`src/rtl/gated_timer16.sv`:
```
module gated_timer16 #(
  parameter int W        = 16,
  parameter int PSEL_W   = 2,
  parameter bit GATE_ACT = 1'b0
) (
  input  logic              clk,
  input  logic              rst_n,
  input  logic              tick_en,
  input  logic              core_halt,
  input  logic              ext_clk,
  input  logic              ext_sel,
  input  logic              sync_en,
  input  logic              run_en,
  input  logic [PSEL_W-1:0] psel,
  input  logic              gate_en,
  input  logic              gate_src,
  input  logic              gate_pin,
  input  logic              cmp_out,
  input  logic              load,
  input  logic [W-1:0]      load_val,
  input  logic              ovf_clr,
  output logic [W-1:0]      count,
  output logic              ovf
);
  localparam int PRE_W = (1 << PSEL_W) - 1;

  logic [2:0]       ext_q;
  logic [PRE_W-1:0] pre;
  logic             cmp_lat;

  logic edge_async, edge_sync, raw_tick, tclk_lvl;
  logic gate_sig, gate_open, adv;
  logic [PRE_W-1:0] pre_mask;
  logic pre_hit, inc;

  assign edge_async = ext_q[0] & ~ext_q[1];
  assign edge_sync  = ext_q[1] & ~ext_q[2];

  always_comb begin
    if (!ext_sel)     raw_tick = tick_en & ~core_halt;
    else if (sync_en) raw_tick = edge_sync & ~core_halt;
    else              raw_tick = edge_async;
  end

  assign tclk_lvl  = ext_sel ? (sync_en ? ext_q[1] : ext_q[0]) : tick_en;
  assign gate_sig  = gate_src ? (sync_en ? cmp_lat : cmp_out) : gate_pin;
  assign gate_open = !gate_en || (gate_sig == GATE_ACT);
  assign adv       = raw_tick && run_en && gate_open;

  assign pre_mask = {PRE_W{1'b1}} >> (PRE_W - int'(psel));
  assign pre_hit  = (pre & pre_mask) == pre_mask;
  assign inc      = adv && pre_hit && !load;

  always_ff @(posedge clk or negedge rst_n) begin
    if (!rst_n) begin
      ext_q   <= '0;
      cmp_lat <= 1'b0;
      pre     <= '0;
      count   <= '0;
      ovf     <= 1'b0;
    end else begin
      ext_q <= {ext_q[1:0], ext_clk};
      if (!tclk_lvl) cmp_lat <= cmp_out;
      if (load)     pre <= '0;
      else if (adv) pre <= pre + 1'b1;
      if (load)     count <= load_val;
      else if (inc) count <= count + 1'b1;
      if (inc && count == {W{1'b1}}) ovf <= 1'b1;
      else if (ovf_clr)              ovf <= 1'b0;
    end
  end
endmodule

```
`config.mk`:
```
export PLATFORM = sky130hd
export DESIGN_NAME = gated_timer16
export DESIGN_NICKNAME = d
export VERILOG_FILES = /design/src/rtl/gated_timer16.sv
export SDC_FILE = /design/constraint.sdc
export NUM_CORES = 1
export LEC_CHECK = 0
export BUFFER_PORTS_ARGS = -buffer_cell sky130_fd_sc_hd__buf_2
export CAP_MARGIN = 20
export CORE_AREA = 5 5 59 61
export DETAILED_ROUTE_END_ITERATION = 8
export DIE_AREA = 0 0 64 66
export PLACE_DENSITY = 0.82
export SYNTH_ARGS = -nofsm -noshare
export SYNTH_HDL_FRONTEND = slang
export SYNTH_SLANG_ARGS = --single-unit
```
`constraint.sdc`:
```
create_clock -name clk -period 3.2 [get_ports clk]
set_clock_uncertainty 0.2 [all_clocks]
set_input_delay 0.64 -clock clk [delete_from_list [all_inputs] [get_ports clk]]
set_output_delay 0.64 -clock clk [all_outputs]
set_load 0.02 [all_outputs]
```
==> results of run 1 <==
==> per-stage QoR <==
step	worst slack, ns	cells	utilization, %
floorplan	1.05	153	-
global placement	0.657	227	55.6
detailed placement	0.613	227	55.6
CTS	0.947	230	56.4
global route	0.742	230	56.4
finish	0.934	230	56.4
==> layer usage <==
layer | vias to the layer above | share of wire (%) | global-route usage, %
li1 | 675 | - | -
met4 | 0 | 0.87 | 4.68
met1 | 621 | 46 | 21.7
met5 | - | 0 | 0
met2 | 21 | 49 | 25.4
met3 | 4 | 3.8 | 2.38
==> cells by family (layout without fill, tap and decap cells) <==
logic type / Yosys count / after routing
and+or+nand+nor: 70 / 70
xor gates and xnor gates: 2 / 2
buffers and inverters: 11 / 55
muxes: 4 / 4
adders and majority gates: 2 / 2
DFF: 24 / 24
AOI/OAI and AO/OA: 40 / 40
==> synthesized netlist by cell type (all sizes together) <==
master   n  area share, %
nand3    5            1.8
nand4    6            2.7
a31oi   11            5.0
nand3b   1           0.54
and2     3            1.4
a21oi    7            2.5
or4     11            6.0
mux2     1           0.81
a311o    1           0.81
and4bb   1           0.90
nand2   14            4.0
xnor2    2            1.3
inv      4            1.1
a211o    1           0.63
and2b    1           0.54
ha       2            1.8
or3      3            1.4
nand2b   1           0.45
o31ai    8            4.3
and4     1           0.63
buf      3            1.5
nor4b    1           0.63
a211oi   1           0.54
dfrtp   24             43
a21o     1           0.54
o21ai    5            1.8
a311oi   1           0.63
mux2i    3            2.2
clkbuf   4            1.1
a31o     1           0.63
and3     5            2.3
o211ai   3            1.6
nor2    17            4.6
==> final cells by class <==
type,instances,share of cell area (%)
clock buffer,3,1.36
inverter,4,0.909
multi-input combinational,118,44.3
sequential,24,36.4
tap,33,2.50
timing repair buffer,48,14.5
==> power breakdown <==
part,switching (W),internal [W]
registers,0.0000243,0.000326
logic,0.0000843,0.0000565
clock network,0.0000869,0.0000440
total,0.000195,0.000426
==> worst max path at each step <==
stage	slack [ns]	start	endpoint	depth (start not counted)
after floorplan	1.05	psel[1]	count[7]	6
after global placement	0.66	sync_en	count[6]	6
after detailed placement	0.61	sync_en	count[10]	6
after CTS	0.95	sync_en	count[10]	6
after global routing	0.74	sync_en	count[10]	6
final	0.93	sync_en	count[6]	6
==> cell usage in the layout (no fill, tap or decap), types with 5 or more instances in the layout <==
| cell | instances |
|---|---|
| nand2_1 | 13 |
| o31ai_1 | 8 |
| a21oi_1 | 7 |
| buf_2 | 48 |
| o21ai_0 | 5 |
| or4_1 | 11 |
| nand3_1 | 5 |
| nand4_1 | 6 |
| a31oi_1 | 11 |
| dfrtp_1 | 24 |
| and3_1 | 5 |
| nor2_1 | 17 |
==> flip-flops by register name, indices dropped and copies added, names as in the netlist <==
name and cells:
ovf 1, cmp_lat 1, count 16, ext_q 3
pre 3
==> key figures, run 1 <==
GRT
  – Global Route Usage Sum: between 10% and 20%
  – Largest net degree at the start of global routing: 30
  – Grt total ovfl: 0
  – Vias in the first global route: 1203
  – Global-route wire length before repair: approximately 5400 um
  – Initial antenna violation count: 0

Worst setup path
  – Worst flop-to-flop path endpoint: count[6]
  – Crit path max-delay cell type: or4_1
  – Worst setup SP type: input port
  – Bufs and invs on worst path: 1
  – Crit. End Element: flop
  – Critical path fanouts, max: 29
  – Cell family with most CP delay: compound AO/OA/AOI/OAI gates
  – FF-to-FF Start: ext_q[1]
  – Worst-path cell chain: buf_2, mux2i_1, o211ai_1, a21o_1, or4_1, a31oi_1
  – Worst path required time: 3.24 ns
  – R2R depth: 5
  – Worst EP arrival: 2.31 ns
  – Critical path class: in -> reg
  – Flop2flop setup slack: 0.99 ns
  – Slowest stage delay, CP: 0.60 ns

Floorplan
  – Num ports: 49
  – Initial Utilization: 47.3%
  – Cell Rows: 20
  – Core box area: 2930 sq um
  – Die W: 64 um
  – DIE HEIGHT: 66 um
  – Die area: 4220 sq um

Drt
  – Post-DRT Antenna Nets: 0
  – DR pass1 iterations: 4
  – Initial DRC Count: 54
  – Remaining DRCs: 0
  – Post-DR vias/cell: around 5.7
  – WL/cell: 13.5 um
  – Via count: 1321
  – Total Routed Length: 3110 um

Layout
  – Post-Layout Inst Area: around 1700 sq um
  – FF+latch area: 601 sq um
  – NumNets Final: between 200 and 250
  – Multi-input logic area: between 700 and 800 sq um
  – Diodes inserted: 0
  – Area growth syn-to-layout: 19.3%
  – Layout cells sized above 1: 28.4%
  – Fillers: 280

Place
  – Dpl hpwl: 2400 um
  – Area after DPL: 1630 sq um
  – GPL Wtd Cong: between 0.7 and 0.8
  – Port Buffers: 48

Power
  – P per Cell Area: 377 nW/um^2
  – Leak: 0.720 nW
  – Total Power: 0.000622 W
  – Maximum vdd ir drop: 0.000251 V

Worst hold path
  – HP Class: in -> async

Synthesis
  – Post-synthesis sequential area ratio: about 43%
  – Net count after synthesis: 187
  – Yosys reg bits: 24
  – Mean cell area of the mapped netlist: 9.04 sq um
  – Simple-gate area share of the yosys netlist: 27.8%
  – Largest family of logic cells by synthesized area: simple AND/OR/NAND/NOR gates
  – Compound-Gate Fraction of Synth Area: between 10% and 20%
  – Xor/xnor share of the synthesized area: 1.27%
  – Synth Area in Adders: 1.81%
  – Yosys Warn Count: 0
  – Cell count after synthesis: between 150 and 200
  – Netlist Area Pre-Place: 1380 sq um
  – Mux contribution to synthesized area: roughly 3.0%
  – Yosys cell types: 36

Clock network
  – Clock Pin Slew Worst Setup and Hold Paths: 0.13 ns
  – Post-CTS sizing: 0
  – H-tree Lvls: 1
  – Hold Buf Count CTS: 0
  – Bufs on Longest Clock Path: 2
  – CTS tree: yes
  – Clock root buffer: clkbuf_4
  – Num CTS Buffers: 3
  – CTS Sinks: 24
  – Clock latency at the later pin of the worst-skew pair: 0.31 ns
  – Setup Buffers After CTS: 0

Timing
  – Slew margin rel.: 51.0%
  – Final max-slew violation count: 0
  – Highest clock rate: 441 MHz
  – Min Tclk post-route: 2.27 ns
  – Setup violators final: 0
  – Slew @ Worst Pin: 0.735 ns
  – Final Hold Fails: 0
  – Setup TNS: 0 ns
  – Period utilization: 70.8%
  – WHS: 0.0856 ns
  – Unrepaired setup endpoints after global routing: no

Job
  – Max_cap viols: 0

Status
  – Status: completed
Power figures use the tool's default switching activity.
==> inputs of run 2 (changes only) <==
--- a/config.mk
+++ b/config.mk
@@ -7,10 +7,10 @@
 export LEC_CHECK = 0
 export BUFFER_PORTS_ARGS = -buffer_cell sky130_fd_sc_hd__buf_2
 export CAP_MARGIN = 20
-export CORE_AREA = 5 5 59 61
+export CORE_AREA = 5 5 63 65
 export DETAILED_ROUTE_END_ITERATION = 8
-export DIE_AREA = 0 0 64 66
-export PLACE_DENSITY = 0.82
+export DIE_AREA = 0 0 68 70
+export PLACE_DENSITY = 0.76
 export SYNTH_ARGS = -nofsm -noshare
 export SYNTH_HDL_FRONTEND = slang
 export SYNTH_SLANG_ARGS = --single-unit
==> constraint.sdc (replaced) <==
create_clock -name clk -period 1.95 [get_ports clk]
set_clock_uncertainty 0.2 [all_clocks]
set_input_delay 0.39 -clock clk [delete_from_list [all_inputs] [get_ports clk]]
set_output_delay 0.39 -clock clk [all_outputs]
set_load 0.02 [all_outputs]
==> run 2 against run 1 <==
Against the previous run: the flow now finishes with violations (negative setup slack); worst setup slack worse by 0.95 ns; register-to-register slack worse by 1.0 ns; global-route usage up 0.17 points; die area up 13%; clock-buffer cell count up 1; flip-flop and latch count unchanged; non-clock buffer count up 22; clock power up 100%; cell count up 16%; worst hold slack worse by 0.061 ns; critical path type is now reg -> reg; critical endpoint is now count[14].
==> key figures, run 2 (synthesis gave the netlist of run 1 again) <==
Power
  – Sw Share: 30.6% (was 31.4%)
  – Maximum vdd ir drop: 0.000247 V (was 0.000251 V)
  – Internal: 0.000775 W (was 0.000426 W)
  – Leak: 0.849 nW (was 0.720 nW)
  – P per Cell Area: 587 nW/um^2 (was 377 nW/um^2)
  – Combinational power share: 25.2% (was 22.6%)
  – Sequential group share of total power: 51.2% (was 56.3%)
  – P_sw: 0.000343 W (was 0.000195 W)
  – Clk network pwr share: 23.6% (was 21.0%)

Worst setup path
  – Crit. End Element: flop (unchanged)
  – Worst setup SP type: flop (was input port)
  – Worst-path cell chain: and4bb_1, a21oi_1, a21o_1, buf_12, or4_4, a31oi_1 (was buf_2, mux2i_1, o211ai_1, a21o_1, or4_1, a31oi_1)
  – Bufs and invs on worst path: 1 (unchanged)
  – Slowest stage delay, CP: 0.50 ns (was 0.60 ns)
  – Crit path max-delay cell type: or4_4 (was or4_1)
  – Worst path required time: 2.00 ns (was 3.24 ns)
  – Worst EP arrival: 2.01 ns (was 2.31 ns)
  – Critical path class: reg -> reg (was in -> reg)
  – Critical path fanouts, max: 14 (was 29)
  – Cell family with most CP delay: simple AND/OR/NAND/NOR gates (was compound AO/OA/AOI/OAI gates)

Drt
  – WL/cell: 14.0 um (was 13.5 um)
  – DR pass1 iterations: 4 (unchanged)
  – Initial DRC Count: 106 (was 54)
  – Post-DRT Antenna Nets: 0 (unchanged)
  – Total Routed Length: 3720 um (was 3110 um)
  – Post-DR vias/cell: 5.35 (was 5.74)
  – Remaining DRCs: 0 (unchanged)
  – Via count: 1422 (was 1321)

GRT
  – GR peak layer: met2 (unchanged)
  – GR met3 Demand/Resource: 1.92% (was 2.38%)
  – Global-route wire length before repair: 6020 um (was 5410 um)
  – Met1 GRT Util: 20.8% (was 21.7%)
  – Largest net degree at the start of global routing: 29 (was 30)
  – Grt total ovfl: 0 (unchanged)
  – Global Route Usage Sum: 15.9% (was 15.7%)
  – Vias in the first global route: 1380 (was 1203)
  – GR Util met2: 26.3% (was 25.4%)
  – Initial antenna violation count: 0 (unchanged)

Place
  – GPL Wtd Cong: 0.773 (was 0.747)
  – Port Buffers: 48 (unchanged)
  – Pre-CTS setup slack: -0.183 ns (was 0.613 ns)
  – Dpl hpwl: 2680 um (was 2400 um)

Timing
  – Unrepaired setup endpoints after global routing: yes (was no)
  – Period utilization: 101%
  – Highest clock rate: 508 MHz
  – WHS: 0.0248 ns (was 0.0856 ns)
  – Setup violators final: 2 (was 0)
  – Min Tclk post-route: between 1.5 and 2 ns
  – Slew margin rel.: 63.4% (was 51.0%)
  – Final Hold Fails: 0 (unchanged)
  – Final max-slew violation count: 0 (unchanged)
  – Setup WS post-layout: -0.0181 ns (was 0.934 ns)
  – Slew @ Worst Pin: 0.548 ns (was 0.735 ns)

Clock network
  – Clock root buffer: clkbuf_4 (unchanged)
  – Clock Pin Slew Worst Setup and Hold Paths: 0.13 ns (about the same)
  – Num CTS Buffers: 3 (unchanged)
  – Clock latency at the later pin of the worst-skew pair: 0.31 ns (about the same)
  – Bufs on Longest Clock Path: 2 (unchanged)
  – H-tree Lvls: 1 (unchanged)
  – CTS Sinks: 24 (unchanged)
  – CTS tree: yes (unchanged)

Layout
  – Top Registers: count x16, ext_q x3, pre x3 (unchanged)
  – Commonest non-fill, non-tap cell in the layout: buf_2 (unchanged)
  – NumNets Final: 255 (was 233)
  – Fillers: 303 (was 280)
  – Most frequent cells in the layout: 48 x buf_2, 24 x dfrtp_1, 18 x buf_4 (was 48 x buf_2, 24 x dfrtp_1, 17 x nor2_1)
  – Largest register FFs: 16 (unchanged)
  – Layout cells sized above 1: 37.3% (was 28.4%)
  – Diodes inserted: 0 (unchanged)
  – Largest register by flop count: count (unchanged)
  – Area growth syn-to-layout: 37.6% (was 19.3%)

Floorplan
  – Die area: 4760 sq um (was 4220 sq um)
  – Cell Rows: 21 (was 20)
  – DIE HEIGHT: 70 um (was 66 um)
  – Num ports: 49 (unchanged)
  – Die W: 68 um (was 64 um)
  – Core box area: 3280 sq um (was 2930 sq um)
  – Initial Utilization: 42.1% (was 47.3%)

Worst hold path
  – HP Class: in -> reg (was in -> async)

Status
  – Status: finished, violations left (was completed)
  – Failing checks: negative setup slack

Job
  – Max_cap viols: 0 (unchanged)
-- run 2: cell count changes in the layout (fill, tap and decap cells not counted), sizes merged --
cell	change
dlygate4sd3	+2
buf	+19
clkbuf	+2
-- run 2: worst paths after layout --
path | start | end | slack (ns) | cells after the start
min | ovf_clr | ovf | 0.02 | 2
min reg2reg | ext_q[1] | ext_q[2] | 0.30 | 1
min in group asynchronous | rst_n | count[14] | 0.38 | 2
max in group asynchronous | rst_n | count[5] | 0.81 | 2
max | ext_q[1] | count[14] | -0.02 | 6
max reg2reg | ext_q[1] | count[14] | -0.02 | 6
-- run 2: metrics by stage --
| step | TNS [ns] | area (sq um) | instances | total power, W | util [%] |
|---|---|---|---|---|---|
| 2_1_floorplan | 0 | 1380 | 153 | 0.000719 | - |
| 4_1_cts | -0.0483 | 1850 | 264 | 0.00111 | 56.4 |
| 3_5_place_dp | -1.55 | 1790 | 258 | 0.000852 | 54.6 |
| 3_3_place_gp | -1.19 | 1790 | 258 | 0.000848 | 54.6 |
| 5_1_grt | -1.10 | 1900 | 266 | 0.00119 | 58.0 |
| 6_report | -0.0247 | 1900 | 266 | 0.00112 | 58.0 |
-- run 2: timing repair --
action / in CTS / in global routing
endpoints found under the setup margin: 8 / 13
hold buffers: 2 / 0
gates resized for setup: 1 / 5
endpoints found under the hold margin: 25 / 0
cloned: 0 / 1
setup buffers: 0 / 1
pin swaps: 2 / 8
-- run 2: power by group through the flow --
stage	clock network [W]	logic (W)	registers [W]
2_1_floorplan	0	0.000105	0.000614
3_3_place_gp	0	0.000267	0.000581
3_5_place_dp	0	0.000271	0.000582
4_1_cts	0.000268	0.000274	0.000572
5_1_grt	0.000296	0.000310	0.000580
6_report	0.000263	0.000282	0.000573
-- run 2: layer usage --
layer	part of all wire, %	up-vias
met1	45	671
met5	0	-
met3	4.3	2
met4	0.78	0
li1	-	722
met2	50	27
-- run 2: final cells by class --
cell class | count | area (sq um) | area share (%)
inverter | 4 | 15.0 | 0.788
clock buffer | 4 | 36.3 | 1.91
timing repair buffer | 70 | 440 | 23.1
sequential | 24 | 601 | 31.5
multi-input combinational | 118 | 754 | 39.6
tap | 46 | 57.6 | 3.02
==> inputs of run 3 (changes only) <==
--- a/config.mk
+++ b/config.mk
@@ -10,7 +10,7 @@
 export CORE_AREA = 5 5 63 65
 export DETAILED_ROUTE_END_ITERATION = 8
 export DIE_AREA = 0 0 68 70
-export PLACE_DENSITY = 0.76
+export PLACE_DENSITY = 0.72
 export SYNTH_ARGS = -nofsm -noshare
 export SYNTH_HDL_FRONTEND = slang
 export SYNTH_SLANG_ARGS = --single-unit
==> run 3 against run 2 <==
Against the previous run: sequential share of layout area fell by 2.8 points; clock power rose by 3%; core utilization rose by 6.2 points; the flow still finishes with violations (negative setup slack).
==> key figures, run 3 (synthesis gave the netlist of run 1 again) <==
Layout
  – NumNets Final: 260 (was 255)
  – Fillers: 278 (was 303)
  – Most frequent cells in the layout: 48 x buf_2, 22 x buf_4, 20 x dfrtp_1 (was 48 x buf_2, 24 x dfrtp_1, 18 x buf_4)
  – Non-filler instance count after layout: 271 (was 266)
  – Fin util: 64.2% (was 58.0%)
  – Top Registers: count x16, ext_q x3, pre x3 (unchanged)
  – Commonest non-fill, non-tap cell in the layout: buf_2 (unchanged)
  – Largest register FFs: 16 (unchanged)
  – Area growth syn-to-layout: 52.4% (was 37.6%)
  – Largest register by flop count: count (unchanged)
  – Diodes inserted: 0 (unchanged)
  – Layout cells sized above 1: 48.0% (was 37.3%)

Worst setup path
  – Setup crit start: ext_q[1] (unchanged)
  – Setup crit end: count[11] (was count[14])
  – Worst path required time: 2.00 ns (about the same)
  – Worst setup SP type: flop (unchanged)
  – Worst EP arrival: 2.03 ns (was 2.01 ns)
  – FF-to-FF Start: ext_q[1] (unchanged)
  – R2R depth: 6 (unchanged)
  – Flop2flop setup slack: -0.03 ns (was -0.02 ns)
  – Worst flop-to-flop path endpoint: count[11] (was count[14])
  – Critical path fanouts, max: 7 (was 14)
  – Critical path class: reg -> reg (unchanged)
  – Crit. End Element: flop (unchanged)

Clock network
  – CTS Sinks: 24 (unchanged)
  – Clock Pin Slew Worst Setup and Hold Paths: 0.14 ns (was 0.13 ns)
  – Bufs on Longest Clock Path: 2 (unchanged)
  – CTS tree: yes (unchanged)
  – H-tree Lvls: 1 (unchanged)
  – Clock latency at the later pin of the worst-skew pair: 0.32 ns (was 0.31 ns)
  – Clock root buffer: clkbuf_4 (unchanged)
  – Num CTS Buffers: 3 (unchanged)

Power
  – P per Cell Area: 560 nW/um^2 (was 587 nW/um^2)
  – Maximum vdd ir drop: 0.000453 V (was 0.000247 V)
  – Leak: 0.899 nW (was 0.849 nW)

GRT
  – Global-route wire length before repair: 6330 um (was 6020 um)
  – Met1 GRT Util: 21.8% (was 20.8%)
  – Global Route Usage Sum: 16.9% (was 15.9%)
  – Largest net degree at the start of global routing: 25 (was 29)
  – Initial antenna violation count: 0 (unchanged)
  – Grt total ovfl: 0 (unchanged)
  – Vias in the first global route: 1411 (was 1380)
  – GR peak layer: met2 (unchanged)
  – GR met3 Demand/Resource: 4.17% (was 1.92%)
  – GR Util met2: 27.7% (was 26.3%)

Timing
  – Setup WS post-layout: -0.0262 ns (was -0.0181 ns)
  – Highest clock rate: 506 MHz (was 508 MHz)
  – Final max-slew violation count: 0 (unchanged)
  – Min Tclk post-route: 1.98 ns (was 1.97 ns)
  – Unrepaired setup endpoints after global routing: yes (unchanged)
  – Slew @ Worst Pin: 0.565 ns (was 0.548 ns)
  – Setup TNS: -0.0557 ns (was -0.0247 ns)
  – WHS: 0.0190 ns (was 0.0248 ns)
  – Final Hold Fails: 0 (unchanged)
  – Slew margin rel.: 62.4% (was 63.4%)
  – Setup violators final: 4 (was 2)
  – Period utilization: 101% (about the same)

Drt
  – WL/cell: 14.9 um (was 14.0 um)
  – Post-DR vias/cell: 5.46 (was 5.35)
  – Remaining DRCs: 0 (unchanged)
  – Initial DRC Count: 102 (was 106)
  – Total Routed Length: 4050 um (was 3720 um)
  – DR pass1 iterations: 4 (unchanged)
  – Via count: 1479 (was 1422)
  – Post-DRT Antenna Nets: 0 (unchanged)

Place
  – GPL Wtd Cong: 0.740 (was 0.773)
  – Placed cell count: 256 (was 258)
  – Dpl hpwl: 2720 um (was 2680 um)
  – Port Buffers: 48 (unchanged)

Floorplan
  – Initial Utilization: 42.1% (unchanged)
  – Core box area: 3280 sq um (unchanged)
  – Num ports: 49 (unchanged)
  – Die area: 4760 sq um (unchanged)
  – DIE HEIGHT: 70 um (unchanged)
  – Cell Rows: 21 (unchanged)
  – Die W: 68 um (unchanged)

Worst hold path
  – Worst Hold Launch: ovf_clr (unchanged)
  – HP Class: in -> reg (unchanged)

Job
  – Max_cap viols: 0 (unchanged)

Status
  – Status: finished, violations left (unchanged)
  – Failing checks: negative setup slack (unchanged)
==> run 3: worst min path at each step <==
stage / slack, ns / depth (start not counted) / end
floorplan: -0.11 / 0 / cmp_lat
global placement: 0.19 / 0 / ext_q[1]
detailed placement: 0.20 / 0 / ext_q[1]
CTS: 0.02 / 2 / ovf
global route: 0.004 / 2 / ovf
finish: 0.02 / 2 / ovf
==> run 3: final cells by class <==
class	count	area, sq um	share of cell area (%)
Multi-Input combinational cell	118	908	43.1
Clock buffer	4	36.3	1.72
Timing Repair Buffer	75	485	23.0
Inverter	4	15.0	0.712
Tap cell	46	57.6	2.73
Sequential cell	24	606	28.7
==> run 3: through the flow <==
step                cell area (sq um)  setup WS, ns  total power (W)
floorplan                        1380        0.0485         0.000719
global placement                 1780        -0.140         0.000846
detailed placement               1780        -0.189         0.000851
CTS                              1890       -0.0214          0.00114
global route                     2110        -0.101          0.00124
finish                           2110       -0.0262          0.00118
==> run 3: timing repair <==
action / CTS / global route
pin swaps: 2 / 32
hold buffers: 2 / 0
endpoints found under the hold margin: 25 / 0
buffers inserted: 1 / 7
gates cloned: 1 / 1
resized for setup: 3 / 37
setup endpoints to repair: 8 / 17
==> run 3: critical path: stages (launching register included) <==
cell and delay, ns:
dfrtp_1 0.40, and4bb_1 0.26, a21oi_2 0.04, a21o_2 0.27, clkbuf_16 0.17, or4_1 0.39
a31oi_1 0.18
==> run 3: power by group <==
part           internal (W)  total [W]  switching [W]
Sequential         0.000537   0.000581      0.0000442
Clock              0.000114   0.000270       0.000156
Combinational      0.000151   0.000329       0.000178
==> run 3: metal layers <==
metal	vias to the layer above	routed length, um
li1	728	-
met1	715	1800
met2	34	2050
met3	2	181
met4	0	18
met5	-	0
